**config.mk**
```make
export PLATFORM = sky130hd
export DESIGN_NAME = chained_lifetime_timer
export DESIGN_NICKNAME = d
export VERILOG_FILES = /design/src/rtl/lt_pkg.sv /design/src/rtl/lt_down_counter.sv /design/src/rtl/lt_snapshot_regs.sv /design/src/rtl/chained_lifetime_timer.sv
export SDC_FILE = /design/constraint.sdc
export NUM_CORES = 1
export LEC_CHECK = 0
export ABC_AREA = 1
export CAP_MARGIN = 20
export CORE_MARGIN = 5
export CORE_UTILIZATION = 30
export DETAILED_ROUTE_END_ITERATION = 12
export GPL_TIMING_DRIVEN = 1
export PLACE_DENSITY_LB_ADDON = 0.1
export SLEW_MARGIN = 25
export SYNTH_ARGS = -nofsm -noshare
export SYNTH_HDL_FRONTEND = slang
export SYNTH_SLANG_ARGS = --single-unit
```
**constraint.sdc**
```tcl
create_clock -name clk -period 2.5 [get_ports clk]
set_clock_uncertainty 0.05 [all_clocks]
set_input_delay 0.5 -clock clk [delete_from_list [all_inputs] [get_ports clk]]
set_output_delay 0.5 -clock clk [all_outputs]
set_load 0.01 [all_outputs]
```
**src/rtl/lt_pkg.sv**
```systemverilog
package lt_pkg;
    typedef enum logic [1:0] {
        SEL_NONE = 2'd0,
        SEL_HI   = 2'd1,
        SEL_LO   = 2'd2,
        SEL_BAD  = 2'd3
    } rd_sel_e;
endpackage

```
**src/rtl/lt_down_counter.sv**
```systemverilog
module lt_down_counter #(
    parameter int W = 32
) (
    input  logic         clk,
    input  logic         rst_n,
    input  logic         tick,
    input  logic [W-1:0] load_val,
    output logic [W-1:0] cnt_o,
    output logic         expire_o
);
    localparam logic [W-1:0] ONE = {{(W-1){1'b0}}, 1'b1};

    typedef struct packed {
        logic [W-1:0] cnt;
    } cnt_state_t;

    cnt_state_t st_d, st_q;
    logic       expire_d;

    always_comb begin
        st_d     = st_q;
        expire_d = tick && (st_q.cnt == '0);
        if (tick) begin
            st_d.cnt = expire_d ? load_val : (st_q.cnt - ONE);
        end
    end

    always_ff @(posedge clk) begin
        if (!rst_n) st_q <= '0;
        else        st_q <= st_d;
    end

    assign cnt_o    = st_q.cnt;
    assign expire_o = expire_d;

    AST_CNT_STEP: assert property (@(posedge clk) disable iff (!rst_n)
        (tick && cnt_o != '0) |=> (cnt_o == $past(cnt_o) - ONE));
    AST_CNT_HOLD: assert property (@(posedge clk) disable iff (!rst_n)
        !tick |=> $stable(cnt_o));
    AST_CNT_RELOAD: assert property (@(posedge clk) disable iff (!rst_n)
        (tick && cnt_o == '0) |=> (cnt_o == $past(load_val)));
endmodule

```
**src/rtl/lt_snapshot_regs.sv**
```systemverilog
module lt_snapshot_regs
    import lt_pkg::*;
#(
    parameter int              W      = 32,
    parameter int              AW     = 8,
    parameter logic [AW-1:0]   HI_OFS = 8'hE0,
    parameter logic [AW-1:0]   LO_OFS = 8'hE4
) (
    input  logic          clk,
    input  logic          rst_n,
    input  logic          rd_en,
    input  logic [AW-1:0] rd_addr,
    input  logic [W-1:0]  hi_val,
    input  logic [W-1:0]  lo_val,
    output logic [W-1:0]  rd_data
);
    typedef struct packed {
        logic [W-1:0] shadow;
        logic [W-1:0] rdata;
    } snap_state_t;

    snap_state_t st_d, st_q;
    rd_sel_e     sel;

    always_comb begin
        if (!rd_en)                sel = SEL_NONE;
        else if (rd_addr == HI_OFS) sel = SEL_HI;
        else if (rd_addr == LO_OFS) sel = SEL_LO;
        else                       sel = SEL_BAD;
    end

    always_comb begin
        st_d = st_q;
        unique case (sel)
            SEL_HI: begin
                st_d.rdata  = hi_val;
                st_d.shadow = lo_val;
            end
            SEL_LO:  st_d.rdata = st_q.shadow;
            SEL_BAD: st_d.rdata = '0;
            default: ;
        endcase
    end

    always_ff @(posedge clk) begin
        if (!rst_n) st_q <= '0;
        else        st_q <= st_d;
    end

    assign rd_data = st_q.rdata;

    AST_HI_READ: assert property (@(posedge clk) disable iff (!rst_n)
        (rd_en && rd_addr == HI_OFS) |=> (rd_data == $past(hi_val)));
    AST_SHADOW_CAP: assert property (@(posedge clk) disable iff (!rst_n)
        (rd_en && rd_addr == HI_OFS) |=> (st_q.shadow == $past(lo_val)));
    AST_SHADOW_HOLD: assert property (@(posedge clk) disable iff (!rst_n)
        !(rd_en && rd_addr == HI_OFS) |=> $stable(st_q.shadow));
    AST_LO_READ: assert property (@(posedge clk) disable iff (!rst_n)
        (rd_en && rd_addr == LO_OFS) |=> (rd_data == $past(st_q.shadow)));
    AST_UNMAPPED: assert property (@(posedge clk) disable iff (!rst_n)
        (rd_en && rd_addr != HI_OFS && rd_addr != LO_OFS) |=> (rd_data == '0));
    AST_RD_HOLD: assert property (@(posedge clk) disable iff (!rst_n)
        !rd_en |=> $stable(rd_data));
endmodule

```
**src/rtl/chained_lifetime_timer.sv**
```systemverilog
module chained_lifetime_timer #(
    parameter int            CNT_W  = 32,
    parameter int            ADDR_W = 8,
    parameter logic [ADDR_W-1:0] HI_OFS = 8'hE0,
    parameter logic [ADDR_W-1:0] LO_OFS = 8'hE4
) (
    input  logic              clk,
    input  logic              rst_n,
    input  logic              run,
    input  logic [CNT_W-1:0]  load_lo,
    input  logic [CNT_W-1:0]  load_hi,
    input  logic              rd_en,
    input  logic [ADDR_W-1:0] rd_addr,
    output logic [CNT_W-1:0]  rd_data
);
    localparam int NUM_STAGES = 2;

    logic [CNT_W-1:0] cnt   [NUM_STAGES];
    logic [CNT_W-1:0] load  [NUM_STAGES];
    logic             tick  [NUM_STAGES];
    logic             exp_w [NUM_STAGES];

    assign load[0] = load_lo;
    assign load[1] = load_hi;

    for (genvar i = 0; i < NUM_STAGES; i++) begin : g_stage
        if (i == 0) begin : g_first
            assign tick[i] = run;
        end else begin : g_chain
            assign tick[i] = exp_w[i-1];
        end
        lt_down_counter #(.W(CNT_W)) u_cnt (
            .clk      (clk),
            .rst_n    (rst_n),
            .tick     (tick[i]),
            .load_val (load[i]),
            .cnt_o    (cnt[i]),
            .expire_o (exp_w[i])
        );
    end

    lt_snapshot_regs #(
        .W      (CNT_W),
        .AW     (ADDR_W),
        .HI_OFS (HI_OFS),
        .LO_OFS (LO_OFS)
    ) u_snap (
        .clk     (clk),
        .rst_n   (rst_n),
        .rd_en   (rd_en),
        .rd_addr (rd_addr),
        .hi_val  (cnt[1]),
        .lo_val  (cnt[0]),
        .rd_data (rd_data)
    );

    AST_HI_CHAIN: assert property (@(posedge clk) disable iff (!rst_n)
        !(run && cnt[0] == '0) |=> $stable(cnt[1]));
    AST_HI_STEP: assert property (@(posedge clk) disable iff (!rst_n)
        (run && cnt[0] == '0 && cnt[1] != '0) |=> (cnt[1] == $past(cnt[1]) - 1));
    AST_EDGE_READ: assert property (@(posedge clk) disable iff (!rst_n)
        (rd_en && rd_addr == HI_OFS && run && cnt[0] == '0) |=> (rd_data == $past(cnt[1])));
endmodule

```
==> results of run 1 <==
layer usage:
layer	up-vias	routed length [µm]	track usage [%]
met5	-	0	0
met4	0	696	6.63
met3	42	1070	3.14
met2	157	12200	29.5
met1	3538	12400	24.3
li1	3971	-	-
synthesized netlist by cell type (2+ instances only):
cell,n,share of area [%]
nor2_1,162,7.9
ha_1,2,0.32
nand3_1,59,3.8
nand3_4,3,0.68
inv_1,139,6.8
nor2_2,19,1.5
dfxtp_1,128,33
xnor2_1,11,1.3
nor2_4,14,2.0
inv_2,2,0.098
xor2_1,11,1.3
buf_4,34,3.3
nor3b_1,2,0.19
o21bai_1,6,0.58
clkbuf_1,37,1.8
or2_2,7,0.57
nand2_2,2,0.16
a21oi_1,95,6.2
o21ai_1,10,0.65
a31oi_1,5,0.41
o211ai_1,13,1.3
nand2_1,258,13
nand3_2,2,0.26
o21ai_0,121,7.9
or2_0,2,0.16
buf_6,3,0.44
nand3b_1,2,0.19
nor3_1,4,0.26
buf_2,7,0.45
nand4_1,23,1.9
what timing repair did:
item,CTS,global route
buffers inserted,0,1
setup endpoints to repair,0,5
resized for setup,0,0
cells by family (layout without fill, tap and decap cells):
| group | Yosys count | count (layout) |
|---|---|---|
| buffers and inverters | 225 | 321 |
| flip-flops | 128 | 128 |
| XOR/XNOR | 22 | 22 |
| AO/OA/AOI/OAI | 254 | 254 |
| adder cells (fa/ha/maj) | 2 | 2 |
| AND/OR/NAND/NOR | 566 | 566 |
state kept, by name (all words and copies together) (netlist names):
name	count
u_snap.st_q	32
g_stage.u_cnt.cnt_o	64
u_snap.rd_data	32
worst min-delay path: stages (launching register included):
cell	delay, ns
dfxtp_1	0.29
inv_1	0.05
a21oi_1	0.05
through the flow:
step                setup WS (ns)  utilization (%)  power, W
floorplan                   0.677                -   0.00952
global placement           0.0832             35.8    0.0119
detailed placement         0.0521             35.8    0.0118
CTS                         0.203             38.4    0.0147
global route               0.0403             38.4    0.0159
finish                      0.217             38.4    0.0146
worst max path at each step:
stage / from / end / slack [ns] / depth (start not counted)
final: g_stage[0].u_cnt.cnt_o[0] / g_stage[0].u_cnt.cnt_o[31] / 0.22 / 11
after CTS: g_stage[0].u_cnt.cnt_o[0] / g_stage[1].u_cnt.cnt_o[1] / 0.20 / 12
after global routing: g_stage[0].u_cnt.cnt_o[0] / g_stage[0].u_cnt.cnt_o[31] / 0.04 / 11
after floorplan: run / g_stage[1].u_cnt.cnt_o[12] / 0.68 / 9
after detailed placement: rd_addr[1] / u_snap.rd_data[4] / 0.05 / 9
after global placement: rd_addr[1] / u_snap.st_q[62] / 0.08 / 9
power by group:
group | internal [W] | total (W) | leakage [nW] | switching, W
combinational | 0.00305 | 0.00893 | 2.92 | 0.00588
sequential | 0.00240 | 0.00290 | 1.04 | 0.000496
clock | 0.00172 | 0.00272 | 0.301 | 0.00100
layout make-up:
type | instances | share of cell area, %
clock buffer | 19 | 4.67
tap | 330 | 4.25
inverter | 143 | 5.58
clock inverter | 13 | 1.92
multi-input combinational | 844 | 42.6
sequential | 128 | 26.4
timing repair buffer | 146 | 14.6
==> results.sh, run 1 <==
export IMPL_run_status="complete, no violations"
export IMPL_grt_max_degree=82
export IMPL_postSynthNetCount=1275
export IMPL_worstMarginPinSlew_ns=0.690
export IMPL_drtAntennaViolNets=0
export IMPL_rr_endpoint="g_stage[0].u_cnt.cnt_o[31]"
export IMPL_synth_edff_count=0
export IMPL_synth_xor_area_share_pct=2.50
export IMPL_antenna_diode_count=0
export IMPL_finalWorstPathRequiredPeriod_ns=2.28
export IMPL_detail_route_vias_per_cell=4.75
export IMPL_rows=58
export IMPL_fmax_mhz=438
export IMPL_grt_util_all_layers_pct=18.2
export IMPL_cts_sink_count=128
export IMPL_effective_utilization_at_floorplan_pct=30.5
export IMPL_maxcap_viol_count=0
export IMPL_multiInputGateArea_um2=4130
export IMPL_die_w_um=170
export IMPL_final_seq_area_um2=2560
export IMPL_r2r_start="g_stage[0].u_cnt.cnt_o[0]"
export IMPL_synthDistinctLibCells=44
export IMPL_clk_tree_root_cell="clkbuf_16"
export IMPL_cpLargestDelayFamily="simple AND/OR/NAND/NOR gates"
export IMPL_rsz_0062_raised_after_global_routing="false"
export IMPL_finalInstanceArea_um2=9710
export IMPL_async_reset_ff_share_pct=0
export IMPL_flow_area_growth_from_synthesis_pct=26.1
export IMPL_most_common_layout_cells="258 x nand2_1, 162 x nor2_1, 139 x inv_1"
export IMPL_clk_pin_slew_worst_paths_ns=0.06
export IMPL_htree_levels=4
export IMPL_firstDrtPassIters=5
export IMPL_holdWs_ns=0.397
export IMPL_fin_nets=1358
export IMPL_min_delay_path_depth=2
export IMPL_crit_type="register to register"
export IMPL_r2r_slack_ns=0.22
export IMPL_number_of_global_route_vias_before_repair=7456
export IMPL_max_stage_delay_ns=0.33
export IMPL_placed_cell_area_um2=9050
export IMPL_count_of_buffer_and_inverter_cells_on_the_critical_path=3
export IMPL_routabilityCongestion=0.833
export IMPL_core_area_um2=25300
export IMPL_tritoncts="yes"
export IMPL_post_route_period_util_pct=91.3
export IMPL_crit_arrival_ns=2.59
export IMPL_min_delay_path_class="register to register"
export IMPL_initialDrtViolationCount=460
export IMPL_avgRoutedWirePerCell_um=16.3
export IMPL_critical_path_cell_chain="inv_1 -> ha_1 -> inv_2 -> nor2_1 -> nand2_1 -> nor2_2 -> nand2_2 -> buf_4 -> nand3_1 -> nand3_1 -> a21oi_1"
export IMPL_fill_cells=2769
export IMPL_timing_critical_path_mode_cell="nand3_1"
export IMPL_timing_max_slew_rel_slack_pct=54.0
export IMPL_ys_dominant_reg_cell="dfxtp_1"
export IMPL_synth_simple_gate_area_share_pct=33.4
export IMPL_postSynthCellCount=1197
export IMPL_path_max_fanout=12
export IMPL_antenna_found_initial=0
export IMPL_largest_voltage_drop_on_the_vdd_net_mv=0.678
export IMPL_setup_violations_final=0
export IMPL_hp_start="u_snap.st_q[32]"
export IMPL_synth_compound_area_share_pct=17.4
export IMPL_die_area_um2=29000
export IMPL_yosys_warnings=0
export IMPL_dr_total_vias=7708
export IMPL_final_max_slew_viol_count=0
export IMPL_synth_mux_area_share_pct=0
export IMPL_numPortBuffers=107
export IMPL_ctsHoldBuffers=0
export IMPL_grt_pass1_wl_um=41300
export IMPL_setup_worst_path_start_class="register"
export IMPL_final_common_cell="nand2_1"
export IMPL_drc=0
export IMPL_synth_adder_area_share_pct=0.325
export IMPL_mean_post_synth_cell_area_um2=6.43
export IMPL_synth_yosys_seq_area_share_pct=33.3
export IMPL_cp_data_required_time_ns=2.81
export IMPL_power_leakage_nw=4.26
export IMPL_chipHeight_um=170
export IMPL_numPlacedInstances=1590
export IMPL_finalNonFillerCells=1623
export IMPL_clock_insertion_delay_worst_skew_ns=0.43
export IMPL_whs_endpoint="u_snap.st_q[32]"
export IMPL_yosys_register_bits=128
export IMPL_worstSetupEndpointType="register"
export IMPL_power_per_cell_area_nw_per_um2=1500
export IMPL_final_hold_viol_count=0
export IMPL_cts_buffer_depth=2
export IMPL_routed_wl_um=26400
export IMPL_critical_path_slowest_cell="dfxtp_1"
export IMPL_floorplan_io_pins=108
export IMPL_largest_family_of_logic_cells_by_synthesized_area="simple AND/OR/NAND/NOR gates"
export IMPL_cell_area_after_synthesis_um2=7700
export IMPL_ff2ff_path_depth=11
export IMPL_post_dp_hpwl_um=19600
export IMPL_grt_overflow_total=0
export IMPL_layout_drive_gt1_share_pct=10.1
export IMPL_setup_tns_ns=0
export IMPL_tritoncts_num_buffers=17
Power figures use the tool's default switching activity.
==> run 2, diff against run 1 <==
Settings changed: CORE_UTILIZATION 30 to 56.
==> results.sh, run 2 (synthesis gave the netlist of run 1 again) <==
export IMPL_firstDrtPassIters=5
export IMPL_avgRoutedWirePerCell_um=15.9
export IMPL_worstMarginPinSlew_ns=0.874
export IMPL_crit_type="register to register"
export IMPL_run_status="complete, no violations"
export IMPL_timing_critical_path_mode_cell="nand3_4"
export IMPL_drc=0
export IMPL_timing_max_slew_rel_slack_pct=41.7
export IMPL_cp_data_required_time_ns=2.77
export IMPL_post_cts_resize_count=0
export IMPL_numPortBuffers=107
export IMPL_tritoncts="yes"
export IMPL_final_common_cell="nand2_1"
export IMPL_die_area_um2=16200
export IMPL_fill_cells=1193
export IMPL_setup_worst_path_start_class="register"
export IMPL_cts_buffer_depth=2
export IMPL_rows=42
export IMPL_fin_nets=1343
export IMPL_final_max_slew_viol_count=0
export IMPL_die_w_um=127
export IMPL_placed_cell_area_um2=8750
export IMPL_finalWorstPathRequiredPeriod_ns=2.30
export IMPL_routed_wl_um=23100
export IMPL_power_per_cell_area_nw_per_um2=1520
export IMPL_htree_levels=4
export IMPL_routabilityCongestion=0.958
export IMPL_critical_path_cell_chain="inv_1 -> ha_1 -> inv_2 -> nor2_2 -> nand2_1 -> nor2_4 -> nand3_4 -> nor2_8 -> nand3_4 -> o21ai_0 -> a21oi_1"
export IMPL_worstSetupEndpointType="register"
export IMPL_number_of_global_route_vias_before_repair=7352
export IMPL_detail_route_vias_per_cell=5.44
export IMPL_fmax_mhz=435
export IMPL_largest_register_ffs=64
export IMPL_final_hold_viol_count=0
export IMPL_critical_path_slowest_cell="dfxtp_1"
export IMPL_post_dp_hpwl_um=16600
export IMPL_postcts_setup_bufs=0
export IMPL_tritoncts_num_buffers=17
export IMPL_power_leakage_nw=4.15
export IMPL_path_max_fanout=19
export IMPL_drtAntennaViolNets=0
export IMPL_min_delay_path_class="register to register"
export IMPL_flow_area_growth_from_synthesis_pct=21.4
export IMPL_core_area_um2=13300
export IMPL_clk_pin_slew_worst_paths_ns=0.06
export IMPL_totalPowerFinal_w=0.0143
export IMPL_clk_tree_root_cell="clkbuf_16"
export IMPL_setup_violations_final=0
export IMPL_antenna_found_initial=0
export IMPL_max_stage_delay_ns=0.35
export IMPL_finalInstanceArea_um2=9350
export IMPL_min_delay_path_depth=2
export IMPL_floorplan_io_pins=108
export IMPL_antenna_diode_count=0
export IMPL_clock_insertion_delay_worst_skew_ns=0.43
export IMPL_grt_max_degree=82
export IMPL_effective_utilization_at_floorplan_pct=57.7
export IMPL_maxcap_viol_count=0
export IMPL_setup_tns_ns=0
export IMPL_layout_drive_gt1_share_pct=8.92
export IMPL_dr_total_vias=7905
export IMPL_crit_arrival_ns=2.56
export IMPL_cts_sink_count=128
export IMPL_ff2ff_path_depth=11
export IMPL_ctsHoldBuffers=0
export IMPL_grt_pass1_wl_um=37100
export IMPL_most_common_layout_cells="258 x nand2_1, 162 x nor2_1, 139 x inv_1"
export IMPL_largest_voltage_drop_on_the_vdd_net_mv=0.876
export IMPL_initialDrtViolationCount=730
export IMPL_grt_util_all_layers_pct=28.4
export IMPL_post_route_period_util_pct=91.9
export IMPL_grt_overflow_total=0
export IMPL_chipHeight_um=127
export IMPL_rsz_0062_raised_after_global_routing="false"
run 2: cell types whose count changed in the layout (fill, tap and decap cells not counted):
cell,change
buf_12,-1
buf_2,-1
buf_4,-14
bufinv_16,-2
clkbuf_8,-2
clkdlybuf4s50_1,+1
clkinv_2,-2
clkinv_4,-2
inv_6,+7
inv_8,+1
run 2: per-stage QoR:
stage	hold WS (ns)	utilization (%)	setup WS, ns	instances
final	0.400	70.1	0.203	1454
after global routing	0.421	70.1	0.0418	1454
after CTS	0.399	70.1	0.239	1454
after detailed placement	0.391	65.6	-0.0102	1422
after global placement	0.385	65.6	0.0461	1422
after floorplan	0.374	-	0.677	1197
run 2: final timing paths:
| check | startpoint | to | slack, ns |
|---|---|---|---|
| worst min register to register | u_snap.st_q[34] | u_snap.st_q[34] | 0.40 |
| worst min-delay path | u_snap.st_q[34] | u_snap.st_q[34] | 0.40 |
| worst max register to register | g_stage[0].u_cnt.cnt_o[0] | g_stage[1].u_cnt.cnt_o[20] | 0.20 |
| worst max-delay path | g_stage[0].u_cnt.cnt_o[0] | g_stage[1].u_cnt.cnt_o[20] | 0.20 |
run 2: power by group:
group,internal [W],switching (W)
clock,0.00150,0.00107
combinational,0.00299,0.00573
sequential,0.00240,0.000575
total,0.00689,0.00737
run 2: critical path, delay by kind of cell, from the launching register on:
kind	cells	cell delay, ns
flops	1	0.35
simple gates	6	0.98
compound gates	2	0.34
fa+ha+maj	1	0.28
buf+inv	2	0.18
run 2: layout make-up:
type                       instances  area [µm²]  area share [%]
multi-input combinational        844        4130            44.2
clock buffer                      17         425            4.55
tap                              176         220            2.35
inverter                         143         542            5.79
clock inverter                    15         171            1.83
timing repair buffer             131        1300            13.9
sequential                       128        2560            27.4
run 2: layer usage:
layer	vias to the layer above	GRT usage, %	share of wire (%)
met5	-	0	0
met1	3603	36.8	43
li1	3969	-	-
met2	286	45.9	46
met3	47	6.22	7.2
met4	0	11.9	3.3
==> run 3, diff against run 2 <==
Settings changed: PLACE_DENSITY from default to 0.8, PLACE_DENSITY_LB_ADDON 0.1 to default.
==> results.sh, run 3 (synthesis gave the netlist of run 1 again) <==
export IMPL_run_status="complete, no violations"
export IMPL_placed_cell_area_um2=8790
export IMPL_drc=0
export IMPL_initialDrtViolationCount=871
export IMPL_cts_sink_count=128
export IMPL_avgRoutedWirePerCell_um=15.9
export IMPL_fin_nets=1349
export IMPL_worstMarginPinSlew_ns=0.501
export IMPL_clock_power_share_pct=17.3
export IMPL_setup_tns_ns=0
export IMPL_drtAntennaViolNets=0
export IMPL_final_common_cell="nand2_1"
export IMPL_grt_overflow_total=0
export IMPL_number_of_global_route_vias_before_repair=7393
export IMPL_flow_area_growth_from_synthesis_pct=21.8
export IMPL_power_frac_seq_pct=20.7
export IMPL_grt_pass1_wl_um=37100
export IMPL_power_leakage_nw=4.18
export IMPL_routed_wl_um=23200
export IMPL_final_max_slew_viol_count=0
export IMPL_antenna_found_initial=0
export IMPL_r2r_start="g_stage[1].u_cnt.cnt_o[0]"
export IMPL_antenna_diode_count=0
export IMPL_maxcap_viol_count=0
export IMPL_crit_arrival_ns=2.50
export IMPL_tritoncts="yes"
export IMPL_rsz_0062_raised_after_global_routing="false"
export IMPL_rows=42
export IMPL_power_report_internal_total_w=0.00693
export IMPL_finalInstanceArea_um2=9380
export IMPL_detail_route_vias_per_cell=5.50
export IMPL_post_cts_resize_count=0
export IMPL_die_area_um2=16200
export IMPL_cts_buffer_depth=2
export IMPL_chipHeight_um=127
export IMPL_clk_tree_root_cell="clkbuf_16"
export IMPL_effective_utilization_at_floorplan_pct=57.7
export IMPL_timing_max_slew_rel_slack_pct=66.5
export IMPL_firstDrtPassIters=5
export IMPL_ff2ff_path_depth=9
export IMPL_clk_pin_slew_worst_paths_ns=0.06
export IMPL_path_max_fanout=19
export IMPL_r2r_slack_ns=0.25
export IMPL_fill_cells=1184
export IMPL_grt_util_all_layers_pct=28.4
export IMPL_setup_worst_path_start_class="register"
export IMPL_cp_data_required_time_ns=2.74
export IMPL_routabilityCongestion=0.986
export IMPL_core_area_um2=13300
export IMPL_ctsHoldBuffers=0
export IMPL_power_combinational_fraction_pct=62.0
export IMPL_postcts_setup_bufs=0
export IMPL_die_w_um=127
export IMPL_largest_register_ffs=64
export IMPL_worstSetupEndpointType="register"
export IMPL_rr_endpoint="g_stage[1].u_cnt.cnt_o[20]"
export IMPL_total_switching_power_w=0.00738
export IMPL_dr_total_vias=8029
export IMPL_min_delay_path_class="register to register"
export IMPL_largest_voltage_drop_on_the_vdd_net_mv=0.951
export IMPL_tritoncts_num_buffers=17
export IMPL_layout_drive_gt1_share_pct=9.19
export IMPL_setup_violations_final=0
export IMPL_fmax_mhz=444
export IMPL_grt_max_degree=82
export IMPL_finalWorstPathRequiredPeriod_ns=2.25
export IMPL_setup_slack_ns=0.245
export IMPL_power_per_cell_area_nw_per_um2=1530
export IMPL_final_hold_viol_count=0
export IMPL_numPortBuffers=107
export IMPL_crit_path_start="g_stage[1].u_cnt.cnt_o[0]"
export IMPL_floorplan_io_pins=108
export IMPL_post_dp_hpwl_um=16900
export IMPL_clock_insertion_delay_worst_skew_ns=0.42
export IMPL_final_seq_area_um2=2560
export IMPL_post_route_period_util_pct=90.2
export IMPL_power_switching_fraction_pct=51.6
export IMPL_crit_type="register to register"
export IMPL_detailedPlace_worstSlack_ns=0.00927
export IMPL_most_common_layout_cells="258 x nand2_1, 162 x nor2_1, 139 x inv_1"
export IMPL_multiInputGateArea_um2=4130
export IMPL_htree_levels=4
export IMPL_timing_critical_path_to="g_stage[1].u_cnt.cnt_o[20]"
[run 3: per-stage QoR]
step           utilization [%]  power [W]  hold WS [ns]  cells
3_5_place_dp              65.8     0.0116         0.390   1428
2_1_floorplan                -    0.00952         0.374   1197
5_1_grt                   70.3     0.0154         0.425   1460
3_3_place_gp              65.8     0.0115         0.385   1428
6_report                  70.3     0.0143         0.397   1460
4_1_cts                   70.3     0.0142         0.399   1460
[run 3: worst min path at each step]
stage | startpoint | to | slack [ns] | depth (start not counted)
finish | u_snap.st_q[57] | u_snap.st_q[57] | 0.40 | 2
global route | u_snap.st_q[53] | u_snap.st_q[53] | 0.42 | 2
CTS | u_snap.st_q[57] | u_snap.st_q[57] | 0.40 | 2
detailed placement | u_snap.st_q[56] | u_snap.st_q[56] | 0.39 | 2
global placement | u_snap.st_q[32] | u_snap.st_q[32] | 0.38 | 2
floorplan | u_snap.st_q[63] | u_snap.st_q[63] | 0.37 | 2
[run 3: worst max-delay path, cell delays in order (launching register included)]
cell     delay, ns
dfxtp_1       0.32
inv_1         0.16
ha_1          0.26
nand2_4       0.10
nor2_4        0.23
nand3_2       0.13
nor2_4        0.25
nand3_4       0.29
o21ai_0       0.25
a21oi_1       0.08
[run 3: power groups by stage]
stage / combinational, W / sequential [W] / clock, W
after floorplan: 0.00672 / 0.00280 / 0
after detailed placement: 0.00865 / 0.00298 / 0
final: 0.00887 / 0.00297 / 0.00248
after CTS: 0.00875 / 0.00295 / 0.00249
after global routing: 0.00984 / 0.00302 / 0.00258
after global placement: 0.00855 / 0.00299 / 0
[run 3: layer usage]
metal / routed length [µm] / vias to the layer above / global-route usage, % / share of wire [%]
met1: 9710 / 3658 / 36.9 / 42
met3: 1720 / 53 / 5.30 / 7.4
li1: - / 3960 / - / -
met5: 0 / - / 0 / 0
met2: 11100 / 358 / 46.7 / 48
met4: 696 / 0 / 11.2 / 3.0
[run 3: cell type report]
cell class	instances	area share, %
Clock inverter	11	1.40
Timing Repair Buffer	137	14.2
Tap cell	176	2.35
Multi-Input combinational cell	844	44.1
Inverter	143	5.78
Sequential cell	128	27.3
Clock buffer	21	4.91
